File: src/rtl/lock_pkg.sv
package lock_pkg;
  typedef enum logic [1:0] {
    ST_IDLE  = 2'b00,
    ST_STEP1 = 2'b01,
    ST_STEP2 = 2'b10,
    ST_OPEN  = 2'b11
  } lock_state_t;

  localparam int unsigned NUM_STEPS = 3;
endpackage

File: src/rtl/lock_step_match.sv
module lock_step_match
  import lock_pkg::*;
#(
  parameter int unsigned POS_W = 5,
  parameter logic [NUM_STEPS-1:0] SEQ_DIR = 3'b010,
  parameter logic [NUM_STEPS*POS_W-1:0] SEQ_POS = {5'd3, 5'd22, 5'd13}
) (
  input  lock_state_t      state_i,
  input  logic             dir_i,
  input  logic [POS_W-1:0] pos_i,
  output logic             hit_o
);
  logic [NUM_STEPS-1:0] step_hit;

  // One comparator per combination step; the current state selects which one counts.
  for (genvar k = 0; k < NUM_STEPS; k++) begin : g_step
    assign step_hit[k] = (dir_i == SEQ_DIR[k]) && (pos_i == SEQ_POS[k*POS_W +: POS_W]);
  end

  always_comb begin
    unique case (state_i)
      ST_IDLE:  hit_o = step_hit[0];
      ST_STEP1: hit_o = step_hit[1];
      ST_STEP2: hit_o = step_hit[2];
      default:  hit_o = 1'b0;
    endcase
  end
endmodule

File: src/rtl/lock_next_state.sv
module lock_next_state
  import lock_pkg::*;
(
  input  lock_state_t state_i,
  input  logic        relock_i,
  input  logic        valid_i,
  input  logic        hit_i,
  output lock_state_t next_o
);
  always_comb begin
    next_o = state_i;
    if (relock_i) begin
      next_o = ST_IDLE;
    end else if (valid_i && state_i != ST_OPEN) begin
      if (hit_i) begin
        unique case (state_i)
          ST_IDLE:  next_o = ST_STEP1;
          ST_STEP1: next_o = ST_STEP2;
          default:  next_o = ST_OPEN;
        endcase
      end else begin
        next_o = ST_IDLE;
      end
    end
  end
endmodule

File: src/rtl/seq_lock.sv
module seq_lock
  import lock_pkg::*;
#(
  parameter int unsigned POS_W = 5,
  parameter logic [NUM_STEPS-1:0] SEQ_DIR = 3'b010,
  parameter logic [NUM_STEPS*POS_W-1:0] SEQ_POS = {5'd3, 5'd22, 5'd13}
) (
  input  logic             clk,
  input  logic             rst,
  input  logic             relock_i,
  input  logic             op_valid_i,
  input  logic             op_dir_i,
  input  logic [POS_W-1:0] op_pos_i,
  output logic             unlock_o,
  output logic [1:0]       state_o
);
  lock_state_t state_q, state_d;
  logic        hit;
  logic        unlock_q;

  lock_step_match #(
    .POS_W  (POS_W),
    .SEQ_DIR(SEQ_DIR),
    .SEQ_POS(SEQ_POS)
  ) u_match (
    .state_i(state_q),
    .dir_i  (op_dir_i),
    .pos_i  (op_pos_i),
    .hit_o  (hit)
  );

  lock_next_state u_next (
    .state_i (state_q),
    .relock_i(relock_i),
    .valid_i (op_valid_i),
    .hit_i   (hit),
    .next_o  (state_d)
  );

  always_ff @(posedge clk) begin
    if (rst) begin
      state_q  <= ST_IDLE;
      unlock_q <= 1'b0;
    end else begin
      state_q  <= state_d;
      unlock_q <= (state_d == ST_OPEN);
    end
  end

  assign state_o  = state_q;
  assign unlock_o = unlock_q;

  p_reset_idle_r1: assert property (@(posedge clk) rst |=> (state_o == 2'b00 && !unlock_o));

  p_step1_r2: assert property (@(posedge clk) disable iff (rst)
    (op_valid_i && !relock_i && state_o == 2'b00 && !op_dir_i && op_pos_i == POS_W'(13)
     && SEQ_POS == {5'd3, 5'd22, 5'd13}) |=> state_o == 2'b01);

  p_step2_r3: assert property (@(posedge clk) disable iff (rst)
    (op_valid_i && !relock_i && state_o == 2'b01 && hit) |=> state_o == 2'b10);

  p_step3_r4: assert property (@(posedge clk) disable iff (rst)
    (op_valid_i && !relock_i && state_o == 2'b10 && hit) |=> state_o == 2'b11);

  p_unlock_moore_r5: assert property (@(posedge clk) disable iff (rst)
    unlock_o == (state_o == 2'b11));

  p_hold_idle_cycle_r6: assert property (@(posedge clk) disable iff (rst)
    (!op_valid_i && !relock_i) |=> $stable(state_o));

  p_mismatch_back_r7: assert property (@(posedge clk) disable iff (rst)
    (op_valid_i && !relock_i && state_o != 2'b11 && !hit) |=> state_o == 2'b00);

  p_open_holds_r8: assert property (@(posedge clk) disable iff (rst)
    (state_o == 2'b11 && !relock_i) |=> state_o == 2'b11);

  p_relock_wins_r9: assert property (@(posedge clk) disable iff (rst)
    relock_i |=> (state_o == 2'b00 && !unlock_o));
endmodule

File: config.mk
export PLATFORM = sky130hd
export DESIGN_NAME = seq_lock
export DESIGN_NICKNAME = d
export VERILOG_FILES = /design/src/rtl/lock_pkg.sv /design/src/rtl/lock_step_match.sv /design/src/rtl/lock_next_state.sv /design/src/rtl/seq_lock.sv
export SDC_FILE = /design/constraint.sdc
export NUM_CORES = 1
export LEC_CHECK = 0
export BUFFER_PORTS_ARGS = -buffer_cell sky130_fd_sc_hd__buf_2
export CAP_MARGIN = 40
export CORE_AREA = 5 5 42 44
export CTS_CLUSTER_SIZE = 10
export DETAILED_ROUTE_END_ITERATION = 7
export DIE_AREA = 0 0 47 49
export GPL_TIMING_DRIVEN = 1
export PLACE_DENSITY = 0.41
export SYNTH_ARGS = -nofsm -noshare
export SYNTH_HDL_FRONTEND = slang
export SYNTH_SLANG_ARGS = --single-unit
File: constraint.sdc
create_clock -name clk -period 1.2 [get_ports clk]
set_input_delay 0.12 -clock clk [delete_from_list [all_inputs] [get_ports clk]]
set_output_delay 0.12 -clock clk [all_outputs]
set_load 0.01 [all_outputs]
# Yosys cells after proc, flatten, opt, wreduce, memory -nomap -nowiden
# Index checks and enable logic that the tools add are counted.
# Widths: inputs -> output; s select.
[word_totals]
ff_bits = 3
latch_bits = 0
ram_bits = 0
rom_bits = 0
input_bits = 10
out_inout_bits = 3
word_cells = 20
memories = 0
[classes]
add_sub_neg = 0
mul = 0
n_div = 0
order_cmp = 0
n_eq_ne = 7
shifts = 0
mux = 5
bitwise = 1
reduce_logical = 5
[op_table]
columns = ["operator", "n"]
rows = [
  ["$mux 2", 3],
  ["$eq 5x2->1 const B", 1],
  ["$eq 5x4->1 const B", 1],
  ["$eq 5x5->1 const B", 1],
  ["$eq 2x2->1 const B", 2],
  ["$logic_and 1x1->1", 4],
  ["$pmux 2 s2", 1],
  ["$pmux 1 s3", 1],
  ["$eq 2x1->1 const B", 1],
  ["$logic_not 2->1", 1],
  ["$ne 2x2->1 const B", 1],
  ["$not 1->1", 1],
]

# Logic depth before layout (Yosys ltp)
[logic_depth]
word_depth = 7
depth_mapped = 3
mapped_depth_nobuf = 3

# Modules after synthesis
# From an unflattened synthesis, not the netlist that was laid out.
[hier_totals]
cells_unflattened = 21
area_unflattened_um2 = 207.7
[modules_own_cells]
columns = ["mod", "instances", "cells_per_inst", "area_per_inst_um2", "seq_area_each_um2"]
rows = [
  ["seq_lock", 1, 6, 81.3, 60.1],
  ["lock_step_match", 1, 8, 73.8, 0.0],
  ["lock_next_state", 1, 7, 52.6, 0.0],
]

# Worst setup path after synthesis
# No wires, ideal clock.
[synth_timing]
path_kind = "reg2reg"
start = "register state_q[1] (netlist: state_o[1])"
end = "register state_q[1] (netlist: state_o[1])"
setup_ns = 0.103
arrival_time_ns = 1.070
required_ns = 1.097
slack_ns = 0.026
path_stages_with_launch = 4
n_path_buf = 0
period_less_slack_ns = 1.174
cell_sequence = "dfxtp_1 -> nor4bb_1 -> a221oi_1 -> a2111oi_2"
[synth_between]
elab_chain_cells = 5
elab_cells_between_ends = 10
cone_classes = "eq/ne: 3; mux: 5; reduce/logical: 2"
[synth_lines]
columns = ["element", "line_no", "rtl"]
rows = [
  ["start: declaration", "seq_lock.sv:17", "lock_state_t state_q, state_d;"],
  ["start signal: assignment", "seq_lock.sv:45", "state_q <= state_d;"],
  ["$eq 2x2->1 (tied with other cells)", "lock_step_match.sv:21", "unique case (state_i)"],
  ["$pmux 1 s3 / $pmux 2 s2 (equally long branches)", "lock_step_match.sv:21, lock_next_state.sv:16", ""],
  ["$mux 2", "lock_next_state.sv:15", "if (hit_i) begin"],
  ["$mux 2 *", "lock_next_state.sv:14", "end else if (valid_i && state_i != ST_OPEN) begin"],
  ["$mux 2 *", "lock_next_state.sv:12", "if (relock_i) begin"],
]
# Mark *: on every way between the ends. The rest lies on a longest branch, timed or not.
# A chain may end at the register's enable or synchronous reset.

# Worst setup path in the final report
# Ends and elaborated chain as after synthesis.

==> impl_metrics.env <==
export IMPL_synth_edf_count=0
export IMPL_slew_viol_final=0
export IMPL_end_kind="register"
export IMPL_cp_data_required_time_ns=1.32
export IMPL_relSlewSlack_pct=76.1
export IMPL_setup_viol=0
export IMPL_wl_per_cell_um=9.59
export IMPL_die_area_um2=2300
export IMPL_drc=0
export IMPL_finalSetupTns_ns=0
export IMPL_syn_nets=30
export IMPL_synth_top_area_share_pct=32.2
export IMPL_crit_buf_inv=0
export IMPL_nets=49
export IMPL_async_flop_share_pct=0
export IMPL_initial_core_util_pct=13.3
export IMPL_cp_slowest_stage_delay_ns=0.34
export IMPL_drtIter0Drc=1
export IMPL_hp_class="in -> reg"
export IMPL_synth_seq_cells=3
export IMPL_diodes=0
export IMPL_fmax_mhz=877
export IMPL_ys_dominant_reg_cell="dfxtp_1"
export IMPL_numCtsBuffers=3
export IMPL_synth_cells=20
export IMPL_clk_pin_slew_ns=0.03
export IMPL_powerDensity_nw_per_um2=972
export IMPL_antenna_found_initial=0
export IMPL_yosysSeqAreaShare_pct=32.2
export IMPL_setup_ws_ns=0.0593
export IMPL_grt_start_max_net_pins=6
export IMPL_use_met1_pct=4.82
export IMPL_grt_ovfl_total=0
export IMPL_ioPinCount=13
export IMPL_num_rows=14
export IMPL_cts_tree="built"
export IMPL_worst_hold_slack_ns=0.0564
export IMPL_grt_pass1_wl_um=834
export IMPL_slowest_stage="a2111oi_2"
export IMPL_yosysTopAreaCell="dfxtp_1"
export IMPL_cp_top_family="compound AO/OA/AOI/OAI gates"
export IMPL_final_hold_viol_count=0
export IMPL_synthDistinctLibCells=15
export IMPL_grtUsageMet2_pct=7.47
export IMPL_power_leakage_nw=0.137
export IMPL_grtUsageMet3_pct=3.32
export IMPL_fp_dieH_um=49
export IMPL_path_max_fanout=5
export IMPL_cts_path_max_buffers=2
export IMPL_synth_most_common_cell="dfxtp_1"
export IMPL_clkSinkCount=3
export IMPL_drt_wl_total_um=518
export IMPL_yosysWarnings=0
export IMPL_yosys_top_cells_count="dfxtp_1 (3), a21oi_1 (2), and4bb_2 (2), inv_1 (2)"
export IMPL_grt_busiest_layer="met4"
export IMPL_h_tree_depth=1
export IMPL_place_ws_ns=0.0193
export IMPL_synthTopCellsByArea="dfxtp_1 (32%), and4bb_2 (13%), a2111oi_2 (8.1%), a21oi_1 (5.4%), nor4bb_1 (5.4%)"
export IMPL_area_delta_synth_final_pct=69.8
export IMPL_port_buffers=12
export IMPL_grtUsageTotal_pct=5.77
export IMPL_grt_pass1_vias=216
export IMPL_fin_skew_ns=0.00152
export IMPL_final_antenna_net_count=0
export IMPL_core_area_um2=1400
export IMPL_insertion_delay_ns=0.23
export IMPL_viasPerCell=4.00
export IMPL_status="completed"
export IMPL_path_cells="and4bb_2 -> o21ai_1 -> a2111oi_2"
export IMPL_gp_routability_congestion=0.724
export IMPL_ir_drop_mv=0.375
export IMPL_grt_setup_unrepaired="false"
export IMPL_ctsHoldBuffers=0
export IMPL_maxCapViolations=0
export IMPL_critPathKind="reg -> reg"
export IMPL_root_buffer="clkbuf_4"
export IMPL_totalPowerFinal_mw=0.308
export IMPL_ff2ff_setup_slack_ns=0.06
export IMPL_syn_area_per_cell_um2=9.32
export IMPL_cp_arrival_ns=1.27
export IMPL_dieWidth_um=47
export IMPL_vias=216
export IMPL_startpoint_type="register"
export IMPL_firstDrtPassIters=2
export IMPL_fin_crit_sh_pct=95.1
export IMPL_utilization_pct=22.6
export IMPL_drive_gt1_share_pct=60.5
export IMPL_min_period_ns=1.14
export IMPL_synth_area_um2=186
export IMPL_tightest_slew_ns=0.359
## through the flow
stage,cell area (µm²),instances
floorplan,186,20
global placement,282,50
detailed placement,282,50
CTS,308,54
global route,317,54
finish,317,54
## layout make-up
type / count / area (µm²)
multi-input cells: 15 / 125
well taps: 16 / 20.0
inverters: 2 / 7.51
repair buffers: 14 / 75.1
fillers: 165 / 1080
flip-flops and latches: 3 / 62.6
clock buffers: 4 / 26.3
## state kept, by name, indices dropped and copies added, names as in the netlist
name and count:
state_o 2, unlock_o 1
## repair_timing
| action | CTS | global route |
|---|---|---|
| buffers inserted | 0 | 0 |
| gates resized for setup | 0 | 3 |
| setup endpoints to repair | 0 | 1 |
## logic make-up after synthesis
logic type | count (synthesis) | share of synthesized area (%)
compound gates | 8 | 31.5
simple gates | 7 | 32.2
buf+inv | 2 | 4.03
flops | 3 | 32.2
## placed cells by master, fill, tap and decap left out
| cell | n |
|---|---|
| nand2_1 | 1 |
| o21ai_0 | 1 |
| a21boi_0 | 1 |
| dfxtp_1 | 1 |
| a2111oi_2 | 1 |
| inv_1 | 2 |
| o21ai_1 | 1 |
| dfxtp_2 | 2 |
| and4bb_2 | 2 |
| o211ai_1 | 1 |
| nor4bb_1 | 1 |
| buf_4 | 2 |
| nor4b_2 | 1 |
| and3b_1 | 1 |
| buf_2 | 12 |
| clkbuf_1 | 1 |
| a221oi_1 | 1 |
| nor2_1 | 1 |
| a21oi_1 | 2 |
| clkbuf_4 | 3 |
## final timing paths
| kind | startpoint | end | depth (start not counted) |
|---|---|---|---|
| hold / removal | relock_i | state_o[1] | 2 |
| setup / recovery | state_o[1] | state_o[1] | 3 |
| hold reg to reg | state_o[0] | state_o[1] | 3 |
| setup reg to reg | state_o[1] | state_o[1] | 3 |
## layer usage
layer	routed length, µm	share of wire [%]	vias to the layer above
met5	0	0	-
met4	0	0	0
met3	10	1.9	0
met2	304	59	2
met1	204	39	97
li1	-	-	117
## worst register-to-register path, cell delays in order (launching register included)
cell,delay [ns]
dfxtp_2,0.32
and4bb_2,0.30
o21ai_1,0.07
a2111oi_2,0.34
## report_power, final
group | switching [mW] | internal (mW)
logic | 0.0145 | 0.0191
clock network | 0.0493 | 0.124
registers | 0.0000577 | 0.100
total | 0.0639 | 0.244
Power figures use the tool's default switching activity.
